File: config.mk
export PLATFORM = sky130hd
export DESIGN_NAME = ref_ratio_divider
export DESIGN_NICKNAME = d
export VERILOG_FILES = /design/src/rtl/ref_div_pkg.sv /design/src/rtl/ref_ratio_lut.sv /design/src/rtl/ref_div_core.sv /design/src/rtl/ref_ratio_divider.sv
export SDC_FILE = /design/constraint.sdc
export NUM_CORES = 1
export LEC_CHECK = 0
export BUFFER_PORTS_ARGS = -buffer_cell sky130_fd_sc_hd__buf_2
export CORE_MARGIN = 2
export CORE_UTILIZATION = 47
export CTS_CLUSTER_DIAMETER = 50
export DETAILED_ROUTE_END_ITERATION = 6
export PLACE_DENSITY = 0.66
export SETUP_SLACK_MARGIN = 0.1
export SLEW_MARGIN = 5
export SYNTH_ARGS = -nofsm -noshare
export SYNTH_HDL_FRONTEND = slang
export SYNTH_HIERARCHICAL = 1
export SYNTH_SLANG_ARGS = --single-unit
File: constraint.sdc
create_clock -name clk -period 3.9 [get_ports clk]
set_input_delay 0.195 -clock clk [delete_from_list [all_inputs] [get_ports clk]]
set_output_delay 0.195 -clock clk [all_outputs]
set_load 0.01 [all_outputs]
File: src/rtl/ref_div_pkg.sv
package ref_div_pkg;
    localparam int CODE_W    = 4;
    localparam int CNT_W     = 9;
    localparam int NUM_CODES = 1 << CODE_W;
    localparam int RSVD_CODE = 8;

    // Division ratio for a code; 0 marks the reserved code.
    function automatic int ratio_of(input int code);
        if (code < RSVD_CODE)
            return 2 << code;
        else if (code == RSVD_CODE)
            return 0;
        else
            return 5 << (code - RSVD_CODE - 1);
    endfunction

    localparam int MAX_RELOAD = ratio_of(NUM_CODES - 1) - 1;

    typedef struct packed {
        logic [CNT_W-1:0] cnt;
        logic             live;
        logic             pulse;
    } div_state_t;
endpackage

File: src/rtl/ref_ratio_lut.sv
module ref_ratio_lut
    import ref_div_pkg::*;
(
    input  logic [CODE_W-1:0] code_i,
    output logic [CNT_W-1:0]  reload_o,
    output logic              legal_o
);
    logic [CNT_W-1:0]     reload_tbl [NUM_CODES];
    logic [NUM_CODES-1:0] legal_tbl;

    for (genvar g = 0; g < NUM_CODES; g++) begin : g_entry
        localparam int RATIO = ratio_of(g);
        if (RATIO > 0) begin : g_legal
            assign reload_tbl[g] = CNT_W'(RATIO - 1);
            assign legal_tbl[g]  = 1'b1;
        end else begin : g_rsvd
            assign reload_tbl[g] = '0;
            assign legal_tbl[g]  = 1'b0;
        end
    end

    assign reload_o = reload_tbl[code_i];
    assign legal_o  = legal_tbl[code_i];
endmodule

File: src/rtl/ref_div_core.sv
module ref_div_core
    import ref_div_pkg::*;
(
    input  logic             clk,
    input  logic             rst_n,
    input  logic [CNT_W-1:0] reload_i,
    input  logic             legal_i,
    output logic             pulse_o,
    output logic             live_o,
    output logic [CNT_W-1:0] cnt_o
);
    div_state_t st_d, st_q;
    logic       at_tc;

    always_comb begin
        st_d  = st_q;
        at_tc = (st_q.cnt == '0);
        if (at_tc) begin
            st_d.pulse = legal_i;
            st_d.live  = legal_i;
            st_d.cnt   = legal_i ? reload_i : '0;
        end else begin
            st_d.pulse = 1'b0;
            st_d.cnt   = st_q.cnt - 1'b1;
        end
    end

    always_ff @(posedge clk or negedge rst_n) begin
        if (!rst_n) begin
            st_q <= '0;
        end else begin
            st_q <= st_d;
        end
    end

    assign pulse_o = st_q.pulse;
    assign live_o  = st_q.live;
    assign cnt_o   = st_q.cnt;
endmodule

File: src/rtl/ref_ratio_divider.sv
module ref_ratio_divider
    import ref_div_pkg::*;
(
    input  logic              clk,
    input  logic              rst_n,
    input  logic [CODE_W-1:0] ratio_code,
    output logic              div_pulse,
    output logic              ratio_ok
);
    logic [CNT_W-1:0] reload_val;
    logic             code_legal;
    logic [CNT_W-1:0] cnt_mon;

    ref_ratio_lut u_lut (
        .code_i   (ratio_code),
        .reload_o (reload_val),
        .legal_o  (code_legal)
    );

    ref_div_core u_core (
        .clk      (clk),
        .rst_n    (rst_n),
        .reload_i (reload_val),
        .legal_i  (code_legal),
        .pulse_o  (div_pulse),
        .live_o   (ratio_ok),
        .cnt_o    (cnt_mon)
    );
endmodule

# Word level (Yosys, flattened, before mapping)
# Memory sizes are Yosys's and may differ from the RTL's.
# Cells that the tools add are included.
# word_totals
latch_bits,0
out_inout_bits,2
ram_bits,0
memories,2
wordCells,16
input_bits,6
rom_bits,160
reg_bits,11
# classes
bitwise,1
magnitude_cmp,2
mul,0
eq_ne,0
addsub,1
div_mod_pow,0
n_reduce_logical,1
n_shift,0
mux,6
# memory_table
name,words,word_bits,read_ports,rd_ports_with_merged_regs,wr,line,source
(name not given),16,9,1,0,0,ref_ratio_lut.sv:22,assign reload_o = reload_tbl[code_i];
(name not given),16,1,1,0,0,ref_ratio_lut.sv:23,assign legal_o = legal_tbl[code_i];
# ops
op,n
9-bit two-way mux,4
9-bit logical NOT,1
"9-bit by 1-bit subtractor with 9-bit output, second input constant",1
"5-bit >= comparator, second input constant",1
"4-bit by 5-bit < comparator with 1-bit output, second input constant",1
4-bit inverter with 5-bit output,1
1-bit two-way mux,2

# Depth between registers and ports, before layout
# Gate-level depths: netlist of the first run.
# logic_depth
word_depth,6
depth_mapped,7
ltp_nobuf,7

# By module
# The synthesis of the first run kept the hierarchy.
# modules_own_cells
module,cells_per_inst,instances,seq_area_each_um2,area_each_um2
ref_div_core,57,1,275.3,601.8
ref_ratio_lut,27,1,0.0,206.4

# Worst setup path before layout of the first run
# OpenSTA, ideal clock, no wires.
# synth_path
kind,reg2reg
start,"register u_core.st_q, in the netlist u_core/cnt_o[0]"
end,"register u_core.st_q, in the netlist u_core/live_o"
slack_ns,2.227
arrival_ns,1.548
path_stages_with_launch,7
setup_time_ns,0.125
n_path_buf,1
synth_period_minus_slack_ns,1.673
t_required_ns,3.775
cell_sequence,dfrtp_1 > inv_1 > ha_1 > nor4b_4 > and3_1 > buf_6 > mux2_4
# synth_via
elab_chain_len,1
# synth_rtl
item,line,source
"start, declared",ref_div_core.sv:12,"div_state_t st_d, st_q;"
"start signal, assigned",ref_div_core.sv:32,st_q <= st_d;
9-bit logical NOT,ref_div_core.sv:17,at_tc = (st_q.cnt == '0);
# Every way passes these cells.
# A chain may end at the register's enable or synchronous reset.

# Worst setup path in the final report of the first run
# Same ends and word-level chain as after synthesis.

==> results.json, run 1 <==
{
  "status": "completed",
  "syn-num-nets": 95,
  "drv_slew": 0,
  "grt-ovfl-total": 0,
  "synthArstFlopShare_pct": 100,
  "cts_buffers": 3,
  "synth_edf_count": 0,
  "routedWlPerCell_um": 13.2,
  "rows": 14,
  "timing.fmax_ghz": 0.529,
  "die_w_um": 45.5,
  "crit_path_start": "u_core/cnt_o[0]",
  "place.gp.congestion": 0.792,
  "syn-cell-area_um2": 808,
  "yosys_warnings": 6,
  "die_area_mm2": 0.00207,
  "fin_ws_ns": 2.01,
  "pre_cts_slack_ns": 2.03,
  "seq_power_share_pct": 53.0,
  "use_met1_pct": 20.3,
  "switching_share_pct": 23.3,
  "p_int_mw": 0.165,
  "powerDensity_mw_per_mm2": 247,
  "cts_sinks": 11,
  "hold_path.class": "in -> async",
  "rrSetupSlack_ns": 2.01,
  "fin_util_pct": 55.8,
  "final-setup-viol-count": 0,
  "min_period_ns": 1.89,
  "synth.area.top_cells": "dfrtp_1 34%, ha_1 7.7%, mux2i_1 5.0%, nand2_1 3.3%, a21oi_1 3.1%",
  "ys_seq_area_share_pct": 34.1,
  "r2r_cells": 5,
  "cp_cell_sequence": "inv_1 -> ha_1 -> nor4b_4 -> and3_1 -> mux2_4",
  "pwr-share-comb_pct": 12.2,
  "fin_hold_ws_ns": 0.321,
  "fin_total_pwr_mw": 0.215,
  "antenna_found_initial": 0,
  "drt-pass1-iter-count": 4,
  "cap_violations": 0,
  "syn_to_final_growth_pct": 7.59,
  "worstMarginPinSlew_ns": 0.839,
  "r2r-end": "u_core/live_o",
  "syn_area_per_cell_um2": 9.62,
  "grtUsageMet3_pct": 2.38,
  "ios": 8,
  "grt_usage_pct": 16.1,
  "critPathSlowestCell": "and3_1",
  "ctsLongestPathBuffers": 2,
  "crit_path_end_kind": "flip-flop",
  "port_buffers": 7,
  "vias": 613,
  "h-tree-depth": 1,
  "synth_top_area_share_pct": 34.1,
  "clk_pin_slew_ns": 0.07,
  "critPathMaxStageDelay_ns": 0.43,
  "cts_tree": "done",
  "vdd_ir_drop_max_uv": 108,
  "reg2reg_from": "u_core/cnt_o[0]",
  "hold_viol": 0,
  "antenna_left": 0,
  "n_antenna_cell": 0,
  "skew_ns": 0.00528,
  "final_common_cell": "dfrtp_1",
  "fin_tns_setup_ns": 0,
  "fill_cells": 147,
  "crit_required_ns": 4.05,
  "synthFlopType": "dfrtp_1",
  "grt_max_degree": 13,
  "power_frac_clock_pct": 34.8,
  "syn_inst": 84,
  "final_cell_mix": "11 x dfrtp_1, 7 x buf_2, 7 x nand2_1",
  "rsz0062_at_grt": "false",
  "fp.dieH_um": 45.5,
  "start_kind": "flip-flop",
  "yosysUniqueCellTypes": 36,
  "drt_iter0_drc": 15,
  "core_mm2": 0.00156,
  "cts_resized": 0,
  "via_per_inst": 5.68,
  "drive_above_1_share_pct": 17.4,
  "yosysTopAreaCell": "dfrtp_1",
  "critical_path_class": "reg -> reg",
  "cp.arrival_ns": 2.04,
  "drc_errors": 0,
  "cts-root-buf": "clkbuf_4",
  "fin_crit_sh_pct": 48.5,
  "met2_usage_pct": 25.9,
  "p_leak_nw": 0.390,
  "worst-path-buf-inv": 1,
  "hpwlAfterDp_um": 1090,
  "start_util_pct": 51.8,
  "grt_pass1_vias": 559,
  "ys_ff_latch": 11,
  "grt_pass1_wl_um": 2420,
  "critical_path.top_delay_family": "simple AND/OR/NAND/NOR gates",
  "drt-total-wl_um": 1420,
  "crit_fanout": 7,
  "fin_nets": 104,
  "p_sw_mw": 0.0501,
  "slew_headroom_pct": 43.6,
  "clk_latency_ns": 0.26,
  "grt_busiest_layer": "met2"
}
## power groups by stage
| stage | Combinational [mW] | Clock, mW | Sequential, mW |
|---|---|---|---|
| finish | 0.0263 | 0.0748 | 0.114 |
| global route | 0.0301 | 0.0835 | 0.114 |
| global placement | 0.0253 | 0 | 0.116 |
| floorplan | 0.0174 | 0 | 0.116 |
| detailed placement | 0.0257 | 0 | 0.116 |
| CTS | 0.0265 | 0.0777 | 0.114 |
## Yosys cell counts, types with 2 or more instances
cell type	instances
a21oi_1	5
o21bai_1	2
a211oi_1	2
nand3b_1	2
a31oi_1	2
nor2_1	4
nand2b_1	4
clkbuf_1	2
nand2_1	7
dfrtp_1	11
nor2b_1	2
xnor2_1	2
and3_1	3
ha_1	5
inv_1	5
and2_1	2
buf_6	2
mux2i_1	4
## metal layers
layer	share of wire, %	vias to the layer above
met1	50	280
met3	3.2	2
li1	-	315
met2	45	16
met5	0	-
met4	0.84	0
## how the worst max path moves through the flow
| stage | cells after the start | to | slack [ns] |
|---|---|---|---|
| after floorplan | 6 | u_core/live_o | 2.23 |
| after global routing | 5 | u_core/live_o | 1.90 |
| after global placement | 5 | u_core/live_o | 2.06 |
| after detailed placement | 5 | u_core/live_o | 2.03 |
| final | 5 | u_core/live_o | 2.01 |
| after CTS | 5 | u_core/live_o | 2.02 |
## logic make-up after synthesis
logic type / share of synthesized area, %
adders and majority gates: 7.74
xor gates and xnor gates: 2.17
muxes: 6.81
DFF: 34.1
and+or+nand+nor: 24.9
buffers and inverters: 6.04
AOI/OAI and AO/OA: 18.3
## repair_timing
| item | CTS | global route |
|---|---|---|
| hold buffers | 1 | 0 |
| endpoints found under the hold margin | 11 | 0 |
| buffers inserted | 0 | 0 |
## flip-flops by register name (all words and copies together) (netlist names)
register / cells
u_core/live_o: 1
u_core/pulse_o: 1
u_core/cnt_o: 9
## per-stage QoR
step / cell area [µm²] / std cells
2_1_floorplan: 808 / 84
3_3_place_gp: 833 / 103
3_5_place_dp: 833 / 103
4_1_cts: 870 / 108
5_1_grt: 870 / 108
6_report: 870 / 108
## area by class of cell
type | instances | area [µm²] | area share (%)
flip-flops and latches | 11 | 275 | 31.7
repair buffers | 8 | 45.0 | 5.18
clock buffers | 4 | 26.3 | 3.02
inverters | 5 | 18.8 | 2.16
multi-input cells | 64 | 484 | 55.7
well taps | 16 | 20.0 | 2.30
## worst register-to-register path: cells and delay by family, from the launching register on
family	cells	cell delay [ns]
mux	1	0.33
flops	1	0.41
buf+inv	1	0.07
simple gates	2	0.78
fa+ha+maj	1	0.20
Power figures use the tool's default switching activity.
==> run 2, diff against run 1 <==
Settings changed: PLACE_DENSITY 0.66 to 0.68.
Clock period 3.9 ns to 1.7 ns, I/O delays scaled along.
==> results.json, run 2 (same netlist as run 1, synthesis figures left out) <==
{
  "fp.dieH_um": 45.5,
  "ios": 8,
  "largest_reg_flops": 9,
  "antenna_found_initial": 0,
  "cts_tree": "done",
  "final_common_cell": "dfrtp_1",
  "grt_pass1_wl_um": 2550,
  "fin_nets": 110,
  "hold_path.class": "in -> async",
  "fin_crit_sh_pct": 90.3,
  "hpwlAfterDp_um": 1110,
  "final_cell_mix": "11 x dfrtp_1, 7 x buf_2, 7 x nand2_1, 6 x buf_4",
  "grt_max_degree": 13,
  "clk_latency_ns": 0.26,
  "place_area_um2": 881,
  "p_leak_nw": 0.418,
  "post_cts_buffers": 0,
  "vias": 645,
  "vdd_ir_drop_max_uv": 227,
  "cts_buffers": 3,
  "h-tree-depth": 1,
  "min_period_ns": 1.53,
  "antenna_left": 0,
  "core_mm2": 0.00156,
  "grt-ovfl-total": 0,
  "via_per_inst": 5.66,
  "final-setup-viol-count": 0,
  "drt_iter0_drc": 12,
  "drt-total-wl_um": 1480,
  "ctsLongestPathBuffers": 2,
  "routedWlPerCell_um": 13.0,
  "fin_ws_ns": 0.165,
  "cap_violations": 0,
  "syn_to_final_growth_pct": 14.1,
  "n_antenna_cell": 0,
  "crit_required_ns": 1.88,
  "die_area_mm2": 0.00207,
  "crit_fanout": 4,
  "critical_path_class": "reg -> reg",
  "grt_usage_pct": 17.2,
  "start_util_pct": 51.8,
  "powerDensity_mw_per_mm2": 542,
  "cts-root-buf": "clkbuf_4",
  "drc_errors": 0,
  "place.gp.congestion": 0.790,
  "drive_above_1_share_pct": 24.5,
  "start_kind": "flip-flop",
  "skew_ns": 0.000820,
  "slew_headroom_pct": 72.0,
  "pre_cts_slack_ns": 0.189,
  "die_w_um": 45.5,
  "drv_slew": 0,
  "clk_pin_slew_ns": 0.07,
  "fin_tns_setup_ns": 0,
  "fin_area_um2": 922,
  "rsz0062_at_grt": "false",
  "cts_sinks": 11,
  "crit_path_end_kind": "flip-flop",
  "cp.arrival_ns": 1.72,
  "port_buffers": 7,
  "timing.fmax_ghz": 0.652,
  "hold_viol": 0,
  "rows": 14,
  "grt_pass1_vias": 611,
  "worstMarginPinSlew_ns": 0.419,
  "drt-pass1-iter-count": 4,
  "status": "completed"
}
==> run 2: changes by cell type in the layout (fill, tap and decap cells not counted), sizes merged <==
cell / change
buf: +6
==> run 2: where the power goes <==
| group | internal, mW | switching [mW] | total (mW) |
|---|---|---|---|
| sequential | 0.261 | 0 | 0.261 |
| combinational | 0.0271 | 0.0335 | 0.0606 |
| clock | 0.0908 | 0.0873 | 0.178 |
| total | 0.379 | 0.121 | 0.500 |
==> run 2: critical path, stage by stage, from the launching register on <==
cell and delay (ns):
dfrtp_1 0.41, inv_1 0.07, ha_2 0.19, nor4b_4 0.21
and3_4 0.24, buf_4 0.13, mux2i_1 0.20
==> run 2: area by class of cell <==
class	instances	area (µm²)
timing repair buffer	14	90.1
tap	16	20.0
clock buffer	4	26.3
inverter	5	18.8
multi-input combinational	64	492
sequential	11	275
fill	132	637
==> run 2: what timing repair did <==
item                                    in CTS  in global routing
endpoints found under the setup margin       0                  2
endpoints found under the hold margin       11                  0
hold buffers                                 1                  0
resized for setup                            0                  1
==> run 2: through the flow <==
| stage | hold WS, ns | cells | power (mW) | util [%] |
|---|---|---|---|---|
| 2_1_floorplan | -0.211 | 84 | 0.307 | - |
| 3_3_place_gp | -0.0396 | 109 | 0.325 | 56.5 |
| 3_5_place_dp | -0.0377 | 109 | 0.326 | 56.5 |
| 4_1_cts | 0.207 | 114 | 0.505 | 58.8 |
| 5_1_grt | 0.236 | 114 | 0.524 | 59.1 |
| 6_report | 0.210 | 114 | 0.500 | 59.1 |
==> run 2: path summary, 6_finish.rpt <==
path                                  from               to  slack (ns)  cells after the start
min                                  rst_n   u_core/pulse_o        0.21                      2
max reg2reg                u_core/cnt_o[0]  u_core/cnt_o[0]        0.17                      6
min in group clk             ratio_code[2]  u_core/cnt_o[4]        0.26                      4
min reg2reg                  u_core/live_o    u_core/live_o        0.51                      1
max                        u_core/cnt_o[0]  u_core/cnt_o[0]        0.17                      6
max in group asynchronous            rst_n  u_core/cnt_o[3]        1.29                      2
==> run 2: layer usage <==
layer  GRT usage, %  wire length (µm)  part of all wire [%]  vias up
met5              0                 0                     0        -
met4           14.1                27                   1.8        0
met3           1.59                28                   1.9        4
met2           26.2               692                    47       11
met1           21.8               735                    50      305
li1               -                 -                     -      325
==> run 3, diff against run 2 <==
Settings changed: ABC_AREA set to 1.
==> results.json, run 3 <==
{
  "status": "completed",
  "fin_tns_setup_ns": 0,
  "ys_ff_latch": 11,
  "hold_path.class": "in -> async",
  "drc_errors": 0,
  "fin_crit_sh_pct": 85.0,
  "drt-pass1-iter-count": 4,
  "cap_violations": 0,
  "hold_viol": 0,
  "die_w_um": 47.8,
  "critPathMaxStageDelay_ns": 0.38,
  "vias": 769,
  "start_kind": "flip-flop",
  "rrSetupSlack_ns": 0.26,
  "die_area_mm2": 0.00229,
  "min_period_ns": 1.44,
  "yosys_warnings": 6,
  "synth.top_cells.by_count": "33 x nand2_1, 16 x inv_1, 12 x nand3_1, 12 x nor2_1, 11 x dfrtp_1",
  "hpwlAfterDp_um": 1320,
  "synth_top_area_share_pct": 30.5,
  "grt-ovfl-total": 0,
  "drive_above_1_share_pct": 21.8,
  "syn_area_per_cell_um2": 7.23,
  "place.gp.congestion": 0.820,
  "drt_iter0_drc": 11,
  "antenna_found_initial": 0,
  "fin_area_um2": 968,
  "fp.dieH_um": 47.8,
  "n_antenna_cell": 0,
  "reg2reg_from": "u_core/cnt_o[0]",
  "timing.fmax_ghz": 0.692,
  "cts_buffers": 3,
  "clk_pin_slew_ns": 0.07,
  "crit_fanout": 14,
  "synthFlopType": "dfrtp_1",
  "grt_pass1_vias": 682,
  "cp.arrival_ns": 1.60,
  "crit_required_ns": 1.85,
  "switching_share_pct": 24.6,
  "vdd_ir_drop_max_uv": 248,
  "p_sw_mw": 0.122,
  "ys_seq_area_share_pct": 30.5,
  "cts_sinks": 11,
  "cts-root-buf": "clkbuf_4",
  "final-setup-viol-count": 0,
  "largest_reg_flops": 9,
  "drv_slew": 0,
  "powerDensity_mw_per_mm2": 510,
  "clk_latency_ns": 0.26,
  "cpMostUsedCell": "nand2_1",
  "antenna_left": 0,
  "r2r_cells": 7,
  "final_common_cell": "nand2_1",
  "fin_util_pct": 54.9,
  "p_int_mw": 0.372,
  "start_util_pct": 51.2,
  "synth.area.top_cells": "dfrtp_1 30%, nand2_1 14%, ha_1 6.9%, nand3_1 6.6%, inv_1 6.6%",
  "routedWlPerCell_um": 10.4,
  "grt_max_degree": 15,
  "rows": 15,
  "cp_cell_sequence": "inv_1 -> ha_1 -> nand2_1 -> nor2_4 -> nand3_4 -> nand3_1 -> nand2_1",
  "syn_inst": 125,
  "pwr-share-comb_pct": 12.1,
  "syn-num-nets": 136,
  "worstMarginPinSlew_ns": 0.318,
  "grt_pass1_wl_um": 2730,
  "cts_tree": "done",
  "h-tree-depth": 1,
  "syn-cell-area_um2": 903,
  "synth_edf_count": 0,
  "post_cts_buffers": 0,
  "p_leak_nw": 0.529,
  "skew_ns": 0.00178,
  "place_area_um2": 932,
  "core_mm2": 0.00176,
  "power_frac_clock_pct": 35.0,
  "fin_nets": 145,
  "r2r-end": "u_core/cnt_o[3]",
  "final_cell_mix": "33 x nand2_1, 16 x inv_1, 12 x nor2_1, 12 x nand3_1, 11 x dfrtp_1",
  "ios": 8,
  "rsz0062_at_grt": "false",
  "slew_headroom_pct": 78.7,
  "crit_path_end_kind": "flip-flop",
  "port_buffers": 7,
  "synthArstFlopShare_pct": 100,
  "via_per_inst": 4.87,
  "yosysUniqueCellTypes": 18,
  "ctsLongestPathBuffers": 2,
  "syn_to_final_growth_pct": 7.20,
  "critPathSlowestCell": "dfrtp_1",
  "synth.most_common_cell": "nand2_1",
  "critical_path_class": "reg -> reg",
  "fin_hold_ws_ns": 0.214,
  "drt-total-wl_um": 1640,
  "yosysTopAreaCell": "dfrtp_1",
  "grt_usage_pct": 17.1,
  "seq_power_share_pct": 53.0
}
run 3: metrics by stage:
step	instances	setup WS (ns)	total power [mW]
3_5_place_dp	153	0.247	0.325
2_1_floorplan	125	0.356	0.310
5_1_grt	158	0.114	0.518
4_1_cts	158	0.229	0.504
6_report	158	0.255	0.494
3_3_place_gp	153	0.283	0.324
run 3: routing by layer:
metal / up-vias / global-route usage (%) / wire [µm]
li1: 416 / - / -
met1: 339 / 19.9 / 757
met2: 12 / 30.7 / 834
met3: 2 / 1.13 / 33
met4: 0 / 9.73 / 19
met5: - / 0 / 0
run 3: kinds of logic after synthesis:
| logic type | Yosys count | share of synthesized area (%) |
|---|---|---|
| buffers and inverters | 24 | 12.5 |
| adder cells (fa/ha/maj) | 5 | 6.93 |
| flip-flops | 11 | 30.5 |
| AND/OR/NAND/NOR | 72 | 40.4 |
| AO/OA/AOI/OAI | 13 | 9.69 |
run 3: layout make-up:
class | count | area, µm²
clock buffers | 4 | 26.3
inverters | 20 | 75.1
multi-input cells | 90 | 515
fillers | 197 | 796
flip-flops and latches | 11 | 275
repair buffers | 8 | 45.0
well taps | 25 | 31.3
run 3: critical path, delay by kind of cell (launching register included):
| family | cells | cell delay, ns |
|---|---|---|
| and+or+nand+nor | 5 | 0.64 |
| DFF | 1 | 0.38 |
| adders and majority gates | 1 | 0.21 |
| buffers and inverters | 1 | 0.10 |
run 3: worst max-delay path by stage:
| stage | from | slack (ns) | depth (start not counted) | to |
|---|---|---|---|---|
| 6_report | u_core/cnt_o[0] | 0.26 | 7 | u_core/cnt_o[3] |
| 5_1_grt | u_core/cnt_o[0] | 0.11 | 7 | u_core/cnt_o[3] |
| 4_1_cts | u_core/cnt_o[0] | 0.23 | 6 | u_core/live_o |
| 3_5_place_dp | u_core/cnt_o[0] | 0.25 | 7 | u_core/live_o |
| 3_3_place_gp | u_core/cnt_o[0] | 0.28 | 6 | u_core/live_o |
| 2_1_floorplan | u_core/cnt_o[0] | 0.36 | 8 | u_core/cnt_o[4] |
run 3: power by group through the flow:
stage,Sequential (mW),Clock [mW],Combinational (mW)
2_1_floorplan,0.267,0,0.0436
3_3_place_gp,0.267,0,0.0577
3_5_place_dp,0.267,0,0.0586
4_1_cts,0.261,0.183,0.0605
5_1_grt,0.261,0.188,0.0690
6_report,0.262,0.173,0.0597
run 3: repair_timing:
item                       CTS  global route
hold endpoints to repair    11             0
resized for setup            0             1
hold buffers                 1             0
setup endpoints to repair    0             1
